## config.mk

```make
export PLATFORM = sky130hd
export DESIGN_NAME = xint_conditioner
export DESIGN_NICKNAME = d
export VERILOG_FILES = /design/src/rtl/xint_pkg.sv /design/src/rtl/xint_regs.sv /design/src/rtl/xint_sync.sv /design/src/rtl/xint_shaper.sv /design/src/rtl/xint_conditioner.sv
export SDC_FILE = /design/constraint.sdc
export NUM_CORES = 1
export LEC_CHECK = 0
export ABC_AREA = 1
export BUFFER_PORTS_ARGS = -buffer_cell sky130_fd_sc_hd__buf_2
export CAP_MARGIN = 20
export CORE_MARGIN = 10
export CORE_UTILIZATION = 30
export CTS_BUF_LIST = sky130_fd_sc_hd__clkbuf_16
export DETAILED_ROUTE_END_ITERATION = 7
export PLACE_DENSITY_LB_ADDON = 0.08
export SLEW_MARGIN = 20
export SYNTH_ARGS = -nofsm -noshare
export SYNTH_HDL_FRONTEND = slang
export SYNTH_SLANG_ARGS = --single-unit
```

## constraint.sdc

```tcl
create_clock -name clk -period 0.9 [get_ports clk]
set_clock_uncertainty 0.05 [all_clocks]
set_input_delay 0.09 -clock clk [delete_from_list [all_inputs] [get_ports clk]]
set_output_delay 0.09 -clock clk [all_outputs]
set_load 0.01 [all_outputs]
```

## src/rtl/xint_pkg.sv

```systemverilog
// Shared field positions and per-line settings type for the conditioner.
// Assumes a bus word of at least 17 bits so that the enable bit fits.
package xint_pkg;
    localparam int EN_BIT  = 16;
    localparam int LVL_BIT = 9;
    localparam int POL_BIT = 8;

    typedef struct packed {
        logic en;
        logic lvl;
        logic pol;
    } line_cfg_t;
endpackage

```

## src/rtl/xint_regs.sv

```systemverilog
// Register file: one scratch word at word 0 and a settings word per line at
// word 1 + n. Reads are combinational; writes land on the clock edge.
// Also emits a one-cycle update strobe per line in the cycle after its write.
// Assumes NUM_LINES + 1 words fit in the address range.
module xint_regs
    import xint_pkg::*;
#(
    parameter int NUM_LINES = 2,
    parameter int ADDR_W    = 4,
    parameter int DATA_W    = 32
) (
    input  logic                            clk,
    input  logic                            rst_n,
    input  logic                            bus_sel,
    input  logic                            bus_wr,
    input  logic [ADDR_W-1:0]               bus_addr,
    input  logic [DATA_W-1:0]               bus_wdata,
    output logic [DATA_W-1:0]               bus_rdata,
    output line_cfg_t [NUM_LINES-1:0]       cfg_o,
    output logic [NUM_LINES-1:0]            upd_o
);
    localparam int WORD_W = ADDR_W - 2;

    logic [WORD_W-1:0] word_idx;
    logic              aligned;
    logic [DATA_W-1:0] scratch_q;

    assign word_idx = bus_addr[ADDR_W-1:2];
    assign aligned  = (bus_addr[1:0] == 2'b00);

    // Scratch word: plain storage at word 0.
    always_ff @(posedge clk) begin
        if (!rst_n)
            scratch_q <= '0;
        else if (bus_sel && bus_wr && aligned && word_idx == '0)
            scratch_q <= bus_wdata;
    end

    for (genvar g = 0; g < NUM_LINES; g++) begin : g_line
        logic hit;
        assign hit = bus_sel && bus_wr && aligned && (word_idx == WORD_W'(g + 1));

        // Settings word of line g; only the three defined bits are stored.
        always_ff @(posedge clk) begin
            if (!rst_n) begin
                cfg_o[g] <= '0;
                upd_o[g] <= 1'b0;
            end else begin
                upd_o[g] <= hit;
                if (hit) begin
                    cfg_o[g].en  <= bus_wdata[EN_BIT];
                    cfg_o[g].lvl <= bus_wdata[LVL_BIT];
                    cfg_o[g].pol <= bus_wdata[POL_BIT];
                end
            end
        end
    end

    // Read mux: unmapped or misaligned words return zero.
    always_comb begin
        bus_rdata = '0;
        if (bus_sel && aligned) begin
            if (word_idx == '0)
                bus_rdata = scratch_q;
            for (int i = 0; i < NUM_LINES; i++) begin
                if (word_idx == WORD_W'(i + 1)) begin
                    bus_rdata[EN_BIT]  = cfg_o[i].en;
                    bus_rdata[LVL_BIT] = cfg_o[i].lvl;
                    bus_rdata[POL_BIT] = cfg_o[i].pol;
                end
            end
        end
    end
endmodule

```

## src/rtl/xint_sync.sv

```systemverilog
// Multi-flop synchroniser for a vector of asynchronous pins.
// Assumes STAGES >= 2 and that each pin is independent (no bus coherence).
module xint_sync #(
    parameter int WIDTH  = 2,
    parameter int STAGES = 2
) (
    input  logic             clk,
    input  logic             rst_n,
    input  logic [WIDTH-1:0] d_in,
    output logic [WIDTH-1:0] q_out
);
    logic [STAGES-1:0][WIDTH-1:0] stg_q;

    // Shift the pins through the flop chain.
    always_ff @(posedge clk) begin
        if (!rst_n) begin
            stg_q <= '0;
        end else begin
            stg_q[0] <= d_in;
            for (int s = 1; s < STAGES; s++)
                stg_q[s] <= stg_q[s-1];
        end
    end

    assign q_out = stg_q[STAGES-1];
endmodule

```

## src/rtl/xint_shaper.sv

```systemverilog
// Per-line polarity correction, edge detection and masking.
// Level mode passes the corrected level through; edge mode pulses one cycle
// on a rising corrected value. The update strobe refreshes the edge history
// without pulsing. Assumes sync_in is already in the clock domain.
module xint_shaper
    import xint_pkg::*;
(
    input  logic      clk,
    input  logic      rst_n,
    input  line_cfg_t cfg,
    input  logic      upd,
    input  logic      sync_in,
    output logic      irq
);
    logic invert;
    logic corr;
    logic prev_q;
    logic pulse;

    // Level wants pol=1 as active-high; edge wants pol=1 as falling.
    assign invert = cfg.lvl ? ~cfg.pol : cfg.pol;
    assign corr   = sync_in ^ invert;
    assign pulse  = corr & ~prev_q & ~upd;

    // Edge history: last corrected value under the settings in force.
    always_ff @(posedge clk) begin
        if (!rst_n)
            prev_q <= 1'b0;
        else
            prev_q <= corr;
    end

    assign irq = cfg.en & (cfg.lvl ? corr : pulse);
endmodule

```

## src/rtl/xint_conditioner.sv

```systemverilog
// Top: register file, pin synchroniser and one shaper per line.
// Assumes pins are asynchronous and the bus is synchronous to clk.
module xint_conditioner
    import xint_pkg::*;
#(
    parameter int NUM_LINES   = 2,
    parameter int ADDR_W      = 4,
    parameter int DATA_W      = 32,
    parameter int SYNC_STAGES = 2
) (
    input  logic                 clk,
    input  logic                 rst_n,
    input  logic                 bus_sel,
    input  logic                 bus_wr,
    input  logic [ADDR_W-1:0]    bus_addr,
    input  logic [DATA_W-1:0]    bus_wdata,
    output logic [DATA_W-1:0]    bus_rdata,
    input  logic [NUM_LINES-1:0] pins,
    output logic [NUM_LINES-1:0] irq_out
);
    line_cfg_t [NUM_LINES-1:0] cfg_w;
    logic [NUM_LINES-1:0]      upd_w;
    logic [NUM_LINES-1:0]      sync_w;
    logic [NUM_LINES-1:0]      cfg_en_v;
    logic [NUM_LINES-1:0]      cfg_lvl_v;
    logic [NUM_LINES-1:0]      cfg_pol_v;

    xint_regs #(.NUM_LINES(NUM_LINES), .ADDR_W(ADDR_W), .DATA_W(DATA_W)) u_regs (
        .clk       (clk),
        .rst_n     (rst_n),
        .bus_sel   (bus_sel),
        .bus_wr    (bus_wr),
        .bus_addr  (bus_addr),
        .bus_wdata (bus_wdata),
        .bus_rdata (bus_rdata),
        .cfg_o     (cfg_w),
        .upd_o     (upd_w)
    );

    xint_sync #(.WIDTH(NUM_LINES), .STAGES(SYNC_STAGES)) u_sync (
        .clk   (clk),
        .rst_n (rst_n),
        .d_in  (pins),
        .q_out (sync_w)
    );

    for (genvar g = 0; g < NUM_LINES; g++) begin : g_shp
        assign cfg_en_v[g]  = cfg_w[g].en;
        assign cfg_lvl_v[g] = cfg_w[g].lvl;
        assign cfg_pol_v[g] = cfg_w[g].pol;

        xint_shaper u_shp (
            .clk     (clk),
            .rst_n   (rst_n),
            .cfg     (cfg_w[g]),
            .upd     (upd_w[g]),
            .sync_in (sync_w[g]),
            .irq     (irq_out[g])
        );
    end
endmodule

```

==> results of run 1 <==
[logic make-up (layout without fill, tap and decap cells)]
family,after synthesis,after routing,share of synthesized area (%)
AO/OA/AOI/OAI,2,2,0.4336
XOR/XNOR,4,4,1.518
buffers and inverters,79,228,15.34
flip-flops,46,46,39.89
AND/OR/NAND/NOR,223,223,42.82
[area by class of cell]
class / instances / area (µm²) / area share, %
clock buffers: 5 / 125.1 / 2.776
clock inverters: 3 / 12.51 / 0.2776
inverters: 60 / 230.2 / 5.108
multi-input cells: 229 / 1526 / 33.87
flip-flops and latches: 46 / 967.2 / 21.46
well taps: 99 / 123.9 / 2.748
repair buffers: 160 / 1521 / 33.76
[registers in the layout (all words and copies together), names as in the netlist]
signal              flops
u_sync.q_out            2
u_sync.stg_q            2
u_regs.upd_o            2
u_regs.scratch_q       32
u_regs.cfg_o            6
g_shp.u_shp.prev_q      2
[layer usage]
layer | global-route usage (%) | part of all wire (%)
met4 | 3.721 | 0.90
met1 | 14.71 | 43
met3 | 3.892 | 5.7
met2 | 22.25 | 51
met5 | 0 | 0
[worst max-delay path: cells and delay by family (launching register included)]
kind,cells,cell delay (ns)
flops,1,0.36
buf+inv,3,0.31
simple gates,3,0.18
[worst max-delay path by stage]
stage               startpoint  cells past startpoint             to
6_report       u_regs.cfg_o[3]                      6   bus_rdata[8]
5_1_grt        u_sync.q_out[1]                      5     irq_out[1]
4_1_cts        u_regs.cfg_o[3]                      5     irq_out[1]
3_5_place_dp       bus_addr[3]                      6   bus_rdata[0]
3_3_place_gp       bus_addr[3]                      6  bus_rdata[25]
2_1_floorplan      bus_addr[1]                      4  bus_rdata[25]
[per-stage QoR]
step	utilization (%)	hold slack (ns)	instances	cell area (µm²)
4_1_cts	53.46	0.0007595	589	3940
5_1_grt	61.15	0.03087	602	4507
3_5_place_dp	41.80	0.2337	536	3080
2_1_floorplan	-	0.1376	354	2459
6_report	61.15	-0.01032	602	4507
3_3_place_gp	41.80	0.2252	536	3080
[layout by cell type, fill, tap and decap left out, drive strengths merged]
cell,count
xnor2,2
o21ai,2
dlygate4sd3,31
inv,60
dfxtp,46
buf,123
nor3,29
clkbuf,11
nor2,80
nand4,6
clkinv,3
nand3,6
nand2,102
xor2,2
[where the power goes]
group	total [W]	switching, W	internal [W]
Sequential	0.00209	0.0000174	0.00207
Clock	0.00174	0.000740	0.00100
Combinational	0.000824	0.000382	0.000442
[repair_timing]
item,4_1_cts,5_1_grt
endpoints found under the setup margin,36,72
hold buffers,31,0
endpoints found under the hold margin,31,0
setup buffers,9,8
gates resized for setup,87,115
pin swaps,25,52
cloned,6,8
==> qor.csv, run 1 <==
stage,metric,value,unit
power,power,0.004658,W
sta,fin_crit,1.273,ns
grt,grt_antenna_before_repair,0,
sta,worst_pin_slew,0.2674,ns
clock_network,cts-root-buf,clkbuf_16,
logic_synthesis,ys_seq_area_share,39.89,%
floorplan,core,7370,µm²
logic_synthesis,yosysMostFrequentCell,nand2_1,
worst_setup_path,reg2reg_slack,-0.04,ns
logic_synthesis,syn_nets,396,
min_path,hold_depth,3,
min_path,hp-start,bus_wdata[16],
worst_setup_path,r2r_start,u_regs.cfg_o[3],
place,hpwlAfterDp,4777,µm
grt,grt_pass1_wl,12190,µm
worst_setup_path,crit_slowest_cell,dfxtp_4,
logic_synthesis,synth_cells,354,
floorplan,die_y,107.7,µm
sta,relSlewSlack,82.18,%
worst_setup_path,start_kind,flop,
clock_network,path_clk_slew,0.06,ns
sta,hold_ws,-0.01032,ns
place,port_buffers,75,
worst_setup_path,endpoint_kind,output pin,
drt,ant_nets,0,
floorplan,rows,31,
cells_and_area,syn2layout_area_growth,95.23,%
sta,slew_viol_final,0,
place,gp_congestion,0.7569,
drt,post_drt_via_cell_ratio,4.302,
sta,fin_tns_setup,-9.802,ns
worst_setup_path,slowest_delay,0.36,ns
worst_setup_path,r2r_cells,5,
clock_network,numCtsBuffers,5,
drt,drc_errors,0,
floorplan,dieArea,11600,µm²
grt,track_usage,12.80,%
sta,fin_ws,-0.3730,ns
logic_synthesis,yosysTopAreaCell,dfxtp_1,
cells_and_area,drive_above_1_share,60.24,%
worst_setup_path,criticalPathCategory,reg -> out,
sta,setup_viol,68,
outcome,status,"finished, violations left",
drt,avgRoutedWirePerCell,13.35,µm
logic_synthesis,ys_types,18,
clock_network,htree_levels,2,
drt,drtIter0Drc,37,
cells_and_area,fill_cells,665,
worst_setup_path,crit_fanout,3,
logic_synthesis,netlist.area_leader.share,39.89,%
clock_network,cts_tree,done,
grt,grt_max_degree,29,
logic_synthesis,synthArstFlopShare,0,%
worst_setup_path,path_cells,"buf_4, nand2_2, nand3_2, nand2_1, inv_1, buf_2",
clock_network,clock_sink_count,46,
grt,grt_pass1_vias,2558,
power,peakVddDrop,0.7049,mV
logic_synthesis,synth_area,2308,µm²
sta,finalCritPeriodShare,141.4,%
sta,finalHoldViolations,2,
cells_and_area,fin_nets,544,
drt,num_vias,2590,
clock_network,insertion_delay,0.28,ns
drt,first_pass_iters,4,
worst_setup_path,required,0.76,ns
floorplan,start_util,31.32,%
cells_and_area,n_antenna_cell,0,
logic_synthesis,synth_area_leaders,"dfxtp_1 (40%), nand2_1 (17%), nor2_1 (12%), inv_1 (9.4%), nor3_2 (4.3%)",
power,power_density,1033,nW/µm²
logic_synthesis,ys.flop_type,dfxtp_1,
logic_synthesis,synthTopCellsByCount,"nand2_1 (102), nor2_1 (76), inv_1 (58)",
worst_setup_path,r2r_end,g_shp[1].u_shp.prev_q,
grt,globalRouteOverflowTotal,0,
min_path,hp-class,in -> reg,
floorplan,pin_count,76,
place,pre_cts_slack,-0.2458,ns
run,cap_violations,0,
power,cellLeakagePower,2.408,nW
logic_synthesis,syn_area_per_cell,6.521,µm²
logic_synthesis,synth_edf_count,0,
outcome,violations,"hold timing, setup timing",
logic_synthesis,yosys_warnings,0,
sta,max_freq,785.5,MHz
clock_network,clockBufferDepth,2,
logic_synthesis,ys_seq_elements,46,
floorplan,die_x,107.7,µm
sta,grt_setup_unrepaired,yes,
drt,detail_route.wirelength,8037,µm
min_path,holdPathEnd,u_regs.scratch_q[16],
worst_setup_path,arrival,1.13,ns
(Power assumes the default switching activity.)
==> run 2, diff against run 1 <==
Settings changed: SYNTH_HIERARCHICAL set to 1.
==> run 2 against run 1 <==
The flow finishes with violations (setup timing). Sequential share of layout area is 0.66 points higher. Highest routed layer unchanged. Largest cell class unchanged. Register-to-register slack lost 0.08 ns. Clock-buffer cell count stayed put. Final cell count increased by 1.0%.
==> qor.csv, run 2 <==
stage,metric,value,unit
min_path,hold_depth,3,
logic_synthesis,syn_area_per_cell,6.290,µm²
sta,hold_ws,0.009033,ns
sta,fin_crit,1.256,ns
grt,grt_pass1_wl,11550,µm
floorplan,start_util,31.15,%
place,placedInstanceArea,3110,µm²
cells_and_area,fin_cells,608,
cells_and_area,largest_reg_flops,32,
grt,track_usage,12.25,%
logic_synthesis,synthArstFlopShare,0,%
grt,globalRouteOverflowTotal,0,
worst_setup_path,start_kind,flop,
sta,slew_viol_final,0,
place,gp_congestion,0.7314,
outcome,violations,setup timing,
power,peakVddDrop,0.6062,mV
clock_network,clock_sink_count,46,
logic_synthesis,synth_cells,363,
sta,relSlewSlack,86.43,%
clock_network,cts_tree,done,
drt,drtIter0Drc,52,
cells_and_area,n_antenna_cell,0,
worst_setup_path,path_delay_family,flip-flops,
floorplan,pin_count,76,
cells_and_area,layout_commonest_cell,buf_2,
floorplan,die_x,107.2,µm
place,hpwlAfterDp,4458,µm
worst_setup_path,arrival,1.12,ns
clock_network,cts-root-buf,clkbuf_16,
clock_network,path_clk_slew,0.06,ns
clock_network,numCtsBuffers,5,
worst_setup_path,endpoint_kind,output pin,
power,power,0.004564,W
cells_and_area,drive_above_1_share,60.12,%
sta,setup_viol,66,
grt,grt_pass1_vias,2416,
power,cellLeakagePower,2.363,nW
logic_synthesis,ys_seq_elements,46,
logic_synthesis,yosys_warnings,6,
floorplan,die_y,107.2,µm
min_path,hp-class,in -> reg,
logic_synthesis,ys_seq_area_share,40.33,%
clock_network,clockBufferDepth,2,
drt,detail_route.wirelength,7963,µm
cells_and_area,fill_cells,701,
worst_setup_path,path_cells,"buf_4, nand2_4, nand3_2, nand2_1, inv_1, buf_6",
floorplan,dieArea,11500,µm²
power,power_density,1040,nW/µm²
worst_setup_path,worst-path-stages,6,
worst_setup_path,r2r_cells,8,
logic_synthesis,synth_area_leaders,"dfxtp_1 (40%), nand2_1 (17%), nor2_1 (12%), inv_1 (11%), nor3_1 (6.4%)",
cells_and_area,final_cell_mix,"buf_2 (69), nor2_1 (60), nand2_1 (58)",
sta,fin_ws,-0.3563,ns
worst_setup_path,criticalPathCategory,reg -> out,
logic_synthesis,synthTopCellsByCount,"nand2_1 (106), nor2_1 (76), inv_1 (66)",
cells_and_area,fin_nets,552,
cells_and_area,reg.largest.list,"u_regs/scratch_q (32), u_regs/cfg_o (6)",
drt,drc_errors,0,
drt,post_drt_via_cell_ratio,4.313,
worst_setup_path,slowest_delay,0.33,ns
worst_setup_path,crit_fanout,3,
drt,first_pass_iters,4,
sta,finalHoldViolations,0,
logic_synthesis,syn_nets,405,
worst_setup_path,crit_slowest_cell,dfxtp_2,
cells_and_area,finalInstanceArea,4389,µm²
worst_setup_path,required,0.76,ns
sta,max_freq,796.0,MHz
floorplan,core,7331,µm²
clock_network,htree_levels,2,
grt,grt_max_degree,51,
cells_and_area,syn2layout_area_growth,92.22,%
drt,avgRoutedWirePerCell,13.10,µm
logic_synthesis,netlist.area_leader.share,40.33,%
sta,finalCritPeriodShare,139.6,%
sta,fin_tns_setup,-7.821,ns
logic_synthesis,synth_area,2283,µm²
worst_setup_path,path_buf_inv,3,
drt,num_vias,2622,
logic_synthesis,synth_edf_count,0,
logic_synthesis,yosysMostFrequentCell,nand2_1,
place,port_buffers,75,
sta,grt_setup_unrepaired,yes,
outcome,status,"finished, violations left",
place,dp.cells,541,
run,cap_violations,0,
logic_synthesis,ys.flop_type,dfxtp_1,
sta,worst_pin_slew,0.2031,ns
drt,ant_nets,0,
floorplan,rows,31,
logic_synthesis,ys_types,16,
cells_and_area,regMostFlops,u_regs/scratch_q,
grt,grt_antenna_before_repair,0,
clock_network,insertion_delay,0.28,ns
logic_synthesis,yosysTopAreaCell,dfxtp_1,
run 2: cell types whose count changed in the layout (fill, tap and decap cells not counted), sizes merged:
cell	delta
nand2	+4
inv	+7
dlygate4sd3	-1
xor2	-2
nand3	+3
xnor2	-2
clkinv	-1
clkbuf	-2
run 2: layout make-up:
type / instances / area [µm²] / share of cell area [%]
Timing Repair Buffer: 157 / 1390 / 31.67
Clock inverter: 1 / 3.754 / 0.08552
Multi-Input combinational cell: 232 / 1516 / 34.55
Clock buffer: 5 / 125.1 / 2.851
Tap cell: 99 / 123.9 / 2.822
Inverter: 68 / 259.0 / 5.901
Sequential cell: 46 / 970.9 / 22.12
run 2: cells by family after synthesis:
family	Yosys count	share of synthesized area, %
AND/OR/NAND/NOR	229	42.19
buffers and inverters	86	17.04
flip-flops	46	40.33
AO/OA/AOI/OAI	2	0.4384
run 2: worst paths after layout:
| path | from | to | slack [ns] |
|---|---|---|---|
| setup / recovery | u_regs/cfg_o[3] | bus_rdata[8] | -0.36 |
| hold / removal | bus_wdata[8] | u_regs/scratch_q[8] | 0.009 |
| setup reg to reg | u_regs/cfg_o[0] | g_shp[0].u_shp/prev_q | -0.12 |
| hold reg to reg | u_sync/stg_q[1] | u_sync/q_out[1] | 0.36 |
run 2: tightest hold or removal path: cells and delay by family:
kind / cells / cell delay (ns)
simple gates: 2 / 0.10
buf+inv: 1 / 0.11
run 2: what timing repair did:
| item | 4_1_cts | 5_1_grt |
|---|---|---|
| endpoints found under the hold margin | 30 | 0 |
| resized for setup | 69 | 116 |
| cloned | 4 | 8 |
| hold buffers | 30 | 0 |
| buffers inserted | 5 | 16 |
| setup endpoints to repair | 36 | 68 |
| pin swaps | 27 | 43 |
run 2: report_power, final:
group | internal, W | leakage [nW] | total (W) | switching [W]
Combinational | 0.000398 | 1.91 | 0.000777 | 0.000379
Sequential | 0.00207 | 0.391 | 0.00209 | 0.0000161
Clock | 0.000988 | 0.0632 | 0.00170 | 0.000712
run 2: metrics by stage:
step / setup WS (ns) / util [%]
global placement: -0.1960 / 42.43
global route: -0.4238 / 59.87
detailed placement: -0.2172 / 42.43
CTS: -0.3556 / 52.26
finish: -0.3563 / 59.87
floorplan: -0.05736 / -
run 2: routing by layer:
| layer | track usage, % | vias up | share of wire (%) | wire, µm |
|---|---|---|---|---|
| met5 | 0 | - | 0 | 0 |
| met1 | 15.80 | 1179 | 46 | 3692 |
| met2 | 18.54 | 62 | 46 | 3648 |
| li1 | - | 1374 | - | - |
| met3 | 4.671 | 7 | 6.9 | 547 |
| met4 | 3.482 | 0 | 0.94 | 75 |
==> run 3, diff against run 2 <==
Settings changed: MAX_ROUTING_LAYER set to met4.
==> run 3 against run 2 <==
The run still ends with setup timing left. Sequential power is essentially flat. Wire length rose by 0.30%. Total power about the same. Non-clock buffer count did not move. Final cell count unchanged. Register-to-register slack about the same. First-iteration DRC count fell by 1.9%. Critical path depth unchanged. Cell area stayed put. Fmax hardly changed. Sequential cell count unchanged. Largest power group unchanged. Highest routed layer unchanged.
==> qor.csv, run 3 (synthesis gave the netlist of run 2 again) <==
stage,metric,value,unit
outcome,status,"finished, violations left",
outcome,violations,setup timing,
worst_setup_path,path_delay_family,flip-flops,
floorplan,rows,31,
drt,detail_route.wirelength,7987,µm
clock_network,clockBufferDepth,2,
place,hpwlAfterDp,4458,µm
min_path,hold_depth,3,
power,pwr-share-clk,37.3,%
cells_and_area,n_antenna_cell,0,
clock_network,htree_levels,2,
worst_setup_path,r2r_start,u_regs/cfg_o[0],
cells_and_area,final_cell_mix,"buf_2 (69), nor2_1 (60), nand2_1 (58)",
cells_and_area,largest_reg_flops,32,
drt,avgRoutedWirePerCell,13.14,µm
floorplan,die_y,107.2,µm
drt,top_layer_used,met4,
drt,post_drt_via_cell_ratio,4.319,
worst_setup_path,r2r_end,g_shp[0].u_shp/prev_q,
cells_and_area,fin_util,59.87,%
power,power_frac_comb,17.0,%
power,p_sw,0.001109,W
grt,grt_pass1_wl,11560,µm
floorplan,pin_count,76,
power,p_sw_share,24.29,%
worst_setup_path,reg2reg_slack,-0.12,ns
worst_setup_path,slowest_delay,0.33,ns
sta,fin_crit,1.256,ns
clock_network,path_clk_slew,0.06,ns
drt,drc_errors,0,
sta,finalCritPeriodShare,139.6,%
clock_network,cts_tree,done,
cells_and_area,fin_nets,552,
power,internal-power,0.003458,W
sta,hold_ws,0.01004,ns
drt,ant_nets,0,
grt,grt_antenna_before_repair,0,
drt,met3_wirelength,455,µm
worst_setup_path,crit_slowest_cell,dfxtp_2,
sta,grt_setup_unrepaired,yes,
sta,worst_pin_slew,0.2038,ns
place,pre_cts_slack,-0.2172,ns
drt,wl_met2,3669,µm
power,cellLeakagePower,2.363,nW
power,power_density,1040,nW/µm²
sta,fin_ws,-0.3560,ns
drt,num_vias,2626,
worst_setup_path,start_kind,flop,
drt,first_pass_iters,4,
grt,grt_max_degree,51,
sta,max_freq,796.2,MHz
floorplan,start_util,31.15,%
grt,grt_pass1_vias,2414,
cells_and_area,reg.largest.list,"u_regs/scratch_q (32), u_regs/cfg_o (6)",
min_path,hp-start,bus_wdata[8],
power,seq_power_share,45.7,%
sta,setup_viol,61,
worst_setup_path,required,0.76,ns
worst_setup_path,criticalPathCategory,reg -> out,
floorplan,core,7331,µm²
grt,globalRouteOverflowTotal,0,
sta,relSlewSlack,86.38,%
drt,drt-met1-wl,3787,µm
floorplan,dieArea,11500,µm²
clock_network,insertion_delay,0.28,ns
run,cap_violations,0,
clock_network,clock_sink_count,46,
grt,track_usage,12.62,%
floorplan,die_x,107.2,µm
min_path,hp-class,in -> reg,
cells_and_area,syn2layout_area_growth,92.22,%
drt,drtIter0Drc,51,
worst_setup_path,path_buf_inv,3,
place,gp_congestion,0.7402,
min_path,holdPathEnd,u_regs/scratch_q[8],
worst_setup_path,endpoint_kind,output pin,
clock_network,numCtsBuffers,5,
sta,slew_viol_final,0,
worst_setup_path,arrival,1.12,ns
sta,finalHoldViolations,0,
cells_and_area,layout_commonest_cell,buf_2,
cells_and_area,regMostFlops,u_regs/scratch_q,
cells_and_area,drive_above_1_share,60.12,%
worst_setup_path,r2r_cells,8,
power,power,0.004567,W
place,port_buffers,75,
worst_setup_path,crit_fanout,3,
worst_setup_path,path_cells,"buf_4, nand2_4, nand3_2, nand2_1, inv_1, buf_6",
clock_network,cts-root-buf,clkbuf_16,
power,peakVddDrop,0.6061,mV
==> run 3: cell counts in the layout (fill, tap and decap cells not counted) <==
Identical to the previous run, type by type.
==> run 3: worst min-delay path: stages <==
cell and delay, ns:
buf_2 0.11, nor2_2 0.04, nor2_1 0.06
==> run 3: worst max-delay path by stage <==
stage | from | endpoint | slack [ns] | depth (start not counted)
6_report | u_regs/cfg_o[3] | bus_rdata[8] | -0.36 | 6
5_1_grt | u_regs/cfg_o[0] | irq_out[0] | -0.42 | 7
4_1_cts | u_regs/cfg_o[3] | irq_out[1] | -0.36 | 7
3_5_place_dp | bus_addr[2] | u_regs/scratch_q[19] | -0.22 | 7
3_3_place_gp | bus_addr[1] | bus_rdata[16] | -0.20 | 8
2_1_floorplan | bus_addr[1] | bus_rdata[0] | -0.06 | 4
==> run 3: power groups by stage <==
stage	logic (W)	registers, W	clock network (W)
5_1_grt	0.000846	0.00209	0.00188
3_5_place_dp	0.000481	0.00213	0
4_1_cts	0.000675	0.00209	0.00178
6_report	0.000777	0.00209	0.00170
2_1_floorplan	0.000253	0.00212	0
3_3_place_gp	0.000480	0.00213	0
==> run 3: timing repair <==
action                     in CTS  in global routing
setup endpoints to repair      36                 68
pin swaps                      27                 43
gates cloned                    4                  8
resized for setup              69                116
hold buffers                   30                  0
buffers inserted                5                 16
hold endpoints to repair       30                  0
==> run 3: layout make-up <==
| class | instances | area, µm² |
|---|---|---|
| Clock buffer | 5 | 125.1 |
| Clock inverter | 1 | 3.754 |
| Fill cell | 701 | 2942 |
| Inverter | 68 | 259.0 |
| Multi-Input combinational cell | 232 | 1516 |
| Sequential cell | 46 | 970.9 |
| Tap cell | 99 | 123.9 |
| Timing Repair Buffer | 157 | 1390 |
==> run 3: layer usage <==
metal,track usage [%],up-vias
li1,-,1373
met1,16.26,1186
met2,18.50,60
met3,4.012,7
met4,3.482,0
met5,-,-
==> run 3: through the flow <==
step | cell area (µm²) | TNS, ns | std cells
final | 4389 | -7.673 | 608
after CTS | 3831 | -7.359 | 586
after detailed placement | 3110 | -12.42 | 541
after global placement | 3110 | -10.59 | 541
after floorplan | 2517 | -1.688 | 363
after global routing | 4389 | -11.50 | 608
